`config.mk`:
```
export PLATFORM = sky130hd
export DESIGN_NAME = gpio_irq_detect
export DESIGN_NICKNAME = d
export VERILOG_FILES = /design/src/rtl/gpio_irq_detect.sv
export SDC_FILE = /design/constraint.sdc
export NUM_CORES = 1
export LEC_CHECK = 0
export BUFFER_PORTS_ARGS = -buffer_cell sky130_fd_sc_hd__buf_2
export CAP_MARGIN = 5
export CORE_ASPECT_RATIO = 1.1
export CORE_MARGIN = 5
export CORE_UTILIZATION = 57
export CTS_CLUSTER_DIAMETER = 50
export DETAILED_ROUTE_END_ITERATION = 7
export GPL_TIMING_DRIVEN = 0
export PLACE_DENSITY = 0.78
export SETUP_SLACK_MARGIN = 0.15
export SLEW_MARGIN = 20
export SYNTH_ARGS = -nofsm -noshare
export SYNTH_HDL_FRONTEND = slang
export SYNTH_SLANG_ARGS = --single-unit
```
`constraint.sdc`:
```
create_clock -name clk -period 1.3 [get_ports clk]
set_input_delay 0.065 -clock clk [delete_from_list [all_inputs] [get_ports clk]]
set_output_delay 0.065 -clock clk [all_outputs]
set_load 0.02 [all_outputs]
```
`src/rtl/gpio_irq_detect.sv`:
```
module gpio_irq_detect #(
  parameter int LINES = 16,
  parameter int FW    = 3,
  parameter int AW    = 2,
  parameter int DW    = 32
) (
  input  logic             clk,
  input  logic             rst_n,
  input  logic [LINES-1:0] pin_i,
  input  logic             wr_en,
  input  logic [AW-1:0]    addr,
  input  logic [DW-1:0]    wdata,
  output logic [DW-1:0]    rdata,
  output logic [LINES-1:0] irq_o
);
  localparam int HALF = LINES / 2;
  localparam int SW   = HALF * FW;

  logic [SW-1:0]    sty_lo, sty_hi;
  logic [LINES-1:0] s1, s2, prev, pend, det, restyle, clr;

  wire wr_lo = wr_en && (addr == AW'(0));
  wire wr_hi = wr_en && (addr == AW'(1));
  wire wr_st = wr_en && (addr == AW'(2));
  assign clr = wr_st ? wdata[LINES-1:0] : '0;

  function automatic logic hit(input logic [FW-1:0] code, input logic cur, input logic old);
    case (code)
      FW'(0):  hit = cur;
      FW'(1):  hit = !cur;
      FW'(2):  hit = cur && !old;
      FW'(3):  hit = !cur && old;
      FW'(4):  hit = cur ^ old;
      default: hit = 1'b0;
    endcase
  endfunction

  for (genvar i = 0; i < LINES; i++) begin : g_line
    localparam int OFF = (i % HALF) * FW;
    logic [FW-1:0] code;
    logic          mine;
    if (i < HALF) begin : g_lo
      assign code = sty_lo[OFF +: FW];
      assign mine = wr_lo;
    end else begin : g_hi
      assign code = sty_hi[OFF +: FW];
      assign mine = wr_hi;
    end
    assign restyle[i] = mine && (wdata[OFF +: FW] != code);
    assign det[i]     = hit(code, s2[i], prev[i]);
  end

  always_ff @(posedge clk) begin
    if (!rst_n) begin
      s1     <= '0;
      s2     <= '0;
      prev   <= '0;
      pend   <= '0;
      sty_lo <= '1;
      sty_hi <= '1;
    end else begin
      s1   <= pin_i;
      s2   <= s1;
      prev <= s2;
      pend <= ((pend & ~clr) | det) & ~restyle;
      if (wr_lo) sty_lo <= wdata[SW-1:0];
      if (wr_hi) sty_hi <= wdata[SW-1:0];
    end
  end

  always_comb begin
    rdata = '0;
    case (addr)
      AW'(0):  rdata[SW-1:0]    = sty_lo;
      AW'(1):  rdata[SW-1:0]    = sty_hi;
      AW'(2):  rdata[LINES-1:0] = pend;
      default: rdata = '0;
    endcase
  end

  assign irq_o = pend;

  AST_NO_SPURIOUS: assert property (@(posedge clk) disable iff (!rst_n)
    1'b1 |=> ((pend & ~$past(pend) & ~$past(det)) == '0));
  AST_W1C_CLEARS: assert property (@(posedge clk) disable iff (!rst_n)
    wr_st |=> ((pend & $past(clr & ~det)) == '0));
  AST_LEVEL_HOLDS: assert property (@(posedge clk) disable iff (!rst_n)
    (det != '0) |=> ((pend & $past(det & ~restyle)) == $past(det & ~restyle)));
  AST_RESTYLE_CLR: assert property (@(posedge clk) disable iff (!rst_n)
    (restyle != '0) |=> ((pend & $past(restyle)) == '0));
  AST_EDGE_STICKY: assert property (@(posedge clk) disable iff (!rst_n)
    (pend != '0) |=> ((~pend & $past(pend & ~clr & ~restyle)) == '0));
endmodule

```
==> results.txt <==
----------------------------------------------------
[Pwr]
  Portion of total power attributed to sequential cells ... 0.438
  Combinational share of power ... 0.220
  Pint ... 5950 µW
  Net switching power ... 2540 µW
  Relative contribution of the clock network to total power ... 0.343
  Static power due to leakage ... 0.00373 µW
  Pwr per Cell Area ... 966 mW/mm²
  Sw frac ... 0.299
  Max VDD drop ... 1.21 mV

[Critical path]
  Cell type of the slowest stage on the worst timing path ... dfxtp_2
  Critical Path Fanout Max ... 7
  R2r setup slk ... -0.06 ns
  Setup Crit Path Kind ... register to register
  Worst EP required ... 1.57 ns
  Category of the worst setup path launch point ... register
  Largest stage delay on the critical path ... 0.33 ns
  Critical path data arrival time ... 1.63 ns
  CP bufs+invs ... 2
  Cell breakdown of the critical path ... buf_8 -> buf_12 -> xor2_1 -> nor3_1 -> o21ai_1 -> a21oi_1
  CP Capture Type ... register
  Cell type group with the largest total delay on the critical path ... flip-flops

[Yosys]
  Combined area of all synthesized cells ... 0.00588 mm²
  Post-synth EDFFs ... 0
  Number of synthesized register bits ... 112
  Count of mapped cells out of synthesis ... 718
  Proportion of synthesized chip area in sequential cells ... 0.381
  Unique masters post-synth ... 28
  Average cell area after synthesis ... 8.19 µm²
  Main synth FF type ... dfxtp_1
  Async SR Flop Fraction ... 0
  Yosys synthesis warning count ... 0

[Cells and area]
  Area growth, synth to finish ... 49.6%
  Final Instance Area ... 0.00880 mm²
  Number of nets in the final layout ... 987
  Area of the multi-input gates ... 0.00403 mm²
  Number of inserted filler cells in the final layout ... 462
  Sequential cell area ... 0.00243 mm²
  Share of post-route cells with drive strength above 1 ... 0.448

[Clocking]
  Number of H-tree levels ... 3
  CTS buffer count ... 9
  CTS clk-pin slew, worst paths ... 0.08 ns
  TritonCTS sink count ... 112
  Root buffer selected by CTS ... clkbuf_16
  TritonCTS clock tree ... done
  Clock latency on the worst-skew pair ... 0.36 ns
  Maximum buffer depth of the clock tree ... 2

[Timing]
  Final WS setup ... -0.0569 ns
  Hold WS ... 0.000557 ns
  Post-layout min period ... 1.36 ns
  Setup-violating endpoint count in the final report ... 4
  Peak clock frequency supported by timing ... 0.737 GHz
  Slew Limit Fails ... 0
  RSZ-0062 raised after global routing ... true
  Slew @ Worst Pin ... 0.858 ns
  Part of the cycle the worst path needs ... 1.04
  Rel. slew slack ... 0.428
  Worst Clk Skew ... 0.00790 ns
  Endpoints failing hold ... 0

[Outcome]
  Violations in the final reports ... setup timing
  Status ... finished with violations

[Place]
  Placed cell area ... 0.00647 mm²
  Minimum setup slack after placement ... -0.0536 ns
  Detailed-placement wirelength estimate ... 11,500 µm
  Buffers added on ports ... 81
  RePlAce Congestion ... 0.892

[Global route]
  Largest net degree at the start of global routing ... 17
  Wire length of the first global-routing pass ... 29,800 µm
  All-Layer GR Usage ... 0.309
  Number of antenna violations at the first check in global routing ... 0
  Via count of the first global-routing pass ... 5,883
  Overall overflow remaining after global route ... 0

[Floorplan]
  Standard-cell rows ... 39
  Die boundary height ... 117 µm
  Die Footprint ... 0.0125 mm²
  Core box area ... 0.0102 mm²
  Starting density of the core ... 0.574
  Boundary pin count ... 101
  Horizontal die dimension ... 107 µm

[Drt]
  Routed vias ... 6,466
  Post-DR wirelength/cell ... 22.4 µm
  Drt total wl ... 23,100 µm
  DRC violation total after the first TritonRoute iteration ... 727
  Number of iterations in the first detailed-routing pass ... 8
  Via count normalized by instance count ... 6.27
  Antenna-violating nets left ... 0
  Drc violations ... 0

[Job]
  Number of maximum-capacitance violations ... 0

[Worst hold path]
  Hold Crit Class ... input pin to register

----------------------------------------------------
-- flip-flops by register name (all words and copies together), names as in the netlist --
register and cells:
prev 16, irq_o 16, sty_hi 24, sty_lo 24, s2 16, s1 16
-- synthesized netlist by cell type (12+ instances only) --
library cell,count,share of area
buf_2,12,0.010
nand3_1,47,0.040
a211o_1,15,0.022
and2_1,50,0.053
o21ai_0,32,0.027
nand2_1,129,0.082
nor2_1,23,0.015
mux2i_1,28,0.048
xor2_1,48,0.071
inv_1,33,0.021
ha_1,32,0.068
nor4b_1,15,0.022
clkbuf_1,30,0.019
a211oi_1,15,0.019
nor3_1,16,0.014
nor2b_1,15,0.016
dfxtp_1,112,0.38
a21oi_1,43,0.037
-- layout by cell type, fill, tap and decap left out, drive strengths merged, types with 20 or more instances in the layout --
master,instances
buf,185
nand2,129
dfxtp,112
and2,50
xor2,48
nand3,47
a21oi,43
inv,33
clkbuf,33
o21ai,32
ha,32
mux2i,28
nor2,23
dlygate4sd3,20
-- metrics by stage --
stage                      util  setup TNS (ns)  power (µW)  instances
final                     0.858          -0.166        8490       1031
after detailed placement  0.631          -0.668        4960        929
after floorplan               -               0        4530        725
after CTS                 0.774               0        7990       1007
after global placement    0.631          -0.108        4910        929
after global routing      0.858          -0.308        8720       1030
-- final cells by class --
type                    count  share of cell area
repair buffers            166               0.145
plain buffers              58              0.0533
flip-flops and latches    112               0.276
well taps                 123              0.0175
multi-input cells         522               0.458
inverters                  33              0.0149
clock inverters             2             0.00114
diodes                      1            0.000284
clock buffers              14              0.0334
-- worst paths after layout --
path / to / depth (start not counted) / startpoint
max reg2reg: irq_o[3] / 6 / sty_lo[10]
min: sty_hi[20] / 3 / wdata[20]
max: irq_o[3] / 6 / sty_lo[10]
min reg2reg: s2[12] / 1 / s1[12]
-- routing by layer --
layer	up-vias	GRT usage	wire (µm)
li1	2740	-	-
met4	0	0.182	1770
met2	538	0.538	11200
met1	3016	0.356	7710
met5	-	0	0
met3	172	0.0558	2460
-- logic make-up after synthesis --
kind of cell,after synthesis,share of synthesized area
simple gates,298,0.247
flops,112,0.381
compound gates,107,0.108
buf+inv,91,0.0743
xor+xnor,49,0.0730
fa+ha+maj,32,0.0681
mux,28,0.0477
other cells,1,0.000638
-- power groups by stage --
| stage | clock network (µW) | logic (µW) | registers (µW) |
|---|---|---|---|
| final | 2910 | 1870 | 3720 |
| after global routing | 3030 | 1960 | 3730 |
| after CTS | 2830 | 1460 | 3700 |
| after detailed placement | 0 | 1170 | 3790 |
| after global placement | 0 | 1130 | 3780 |
| after floorplan | 0 | 763 | 3770 |
-- timing repair --
item / CTS / global route
hold buffers: 20 / 0
setup endpoints to repair: 40 / 40
buffers inserted: 42 / 23
pin swaps: 74 / 65
endpoints found under the hold margin: 23 / 0
gates resized for setup: 201 / 207
-- worst register-to-register path: cells and delay by family, from the launching register on --
kind	cells	cell delay [ns]
and+or+nand+nor	1	0.23
AOI/OAI and AO/OA	2	0.33
xor gates and xnor gates	1	0.13
DFF	1	0.33
buffers and inverters	2	0.25
No activity file was read; power rests on OpenSTA's default activity.
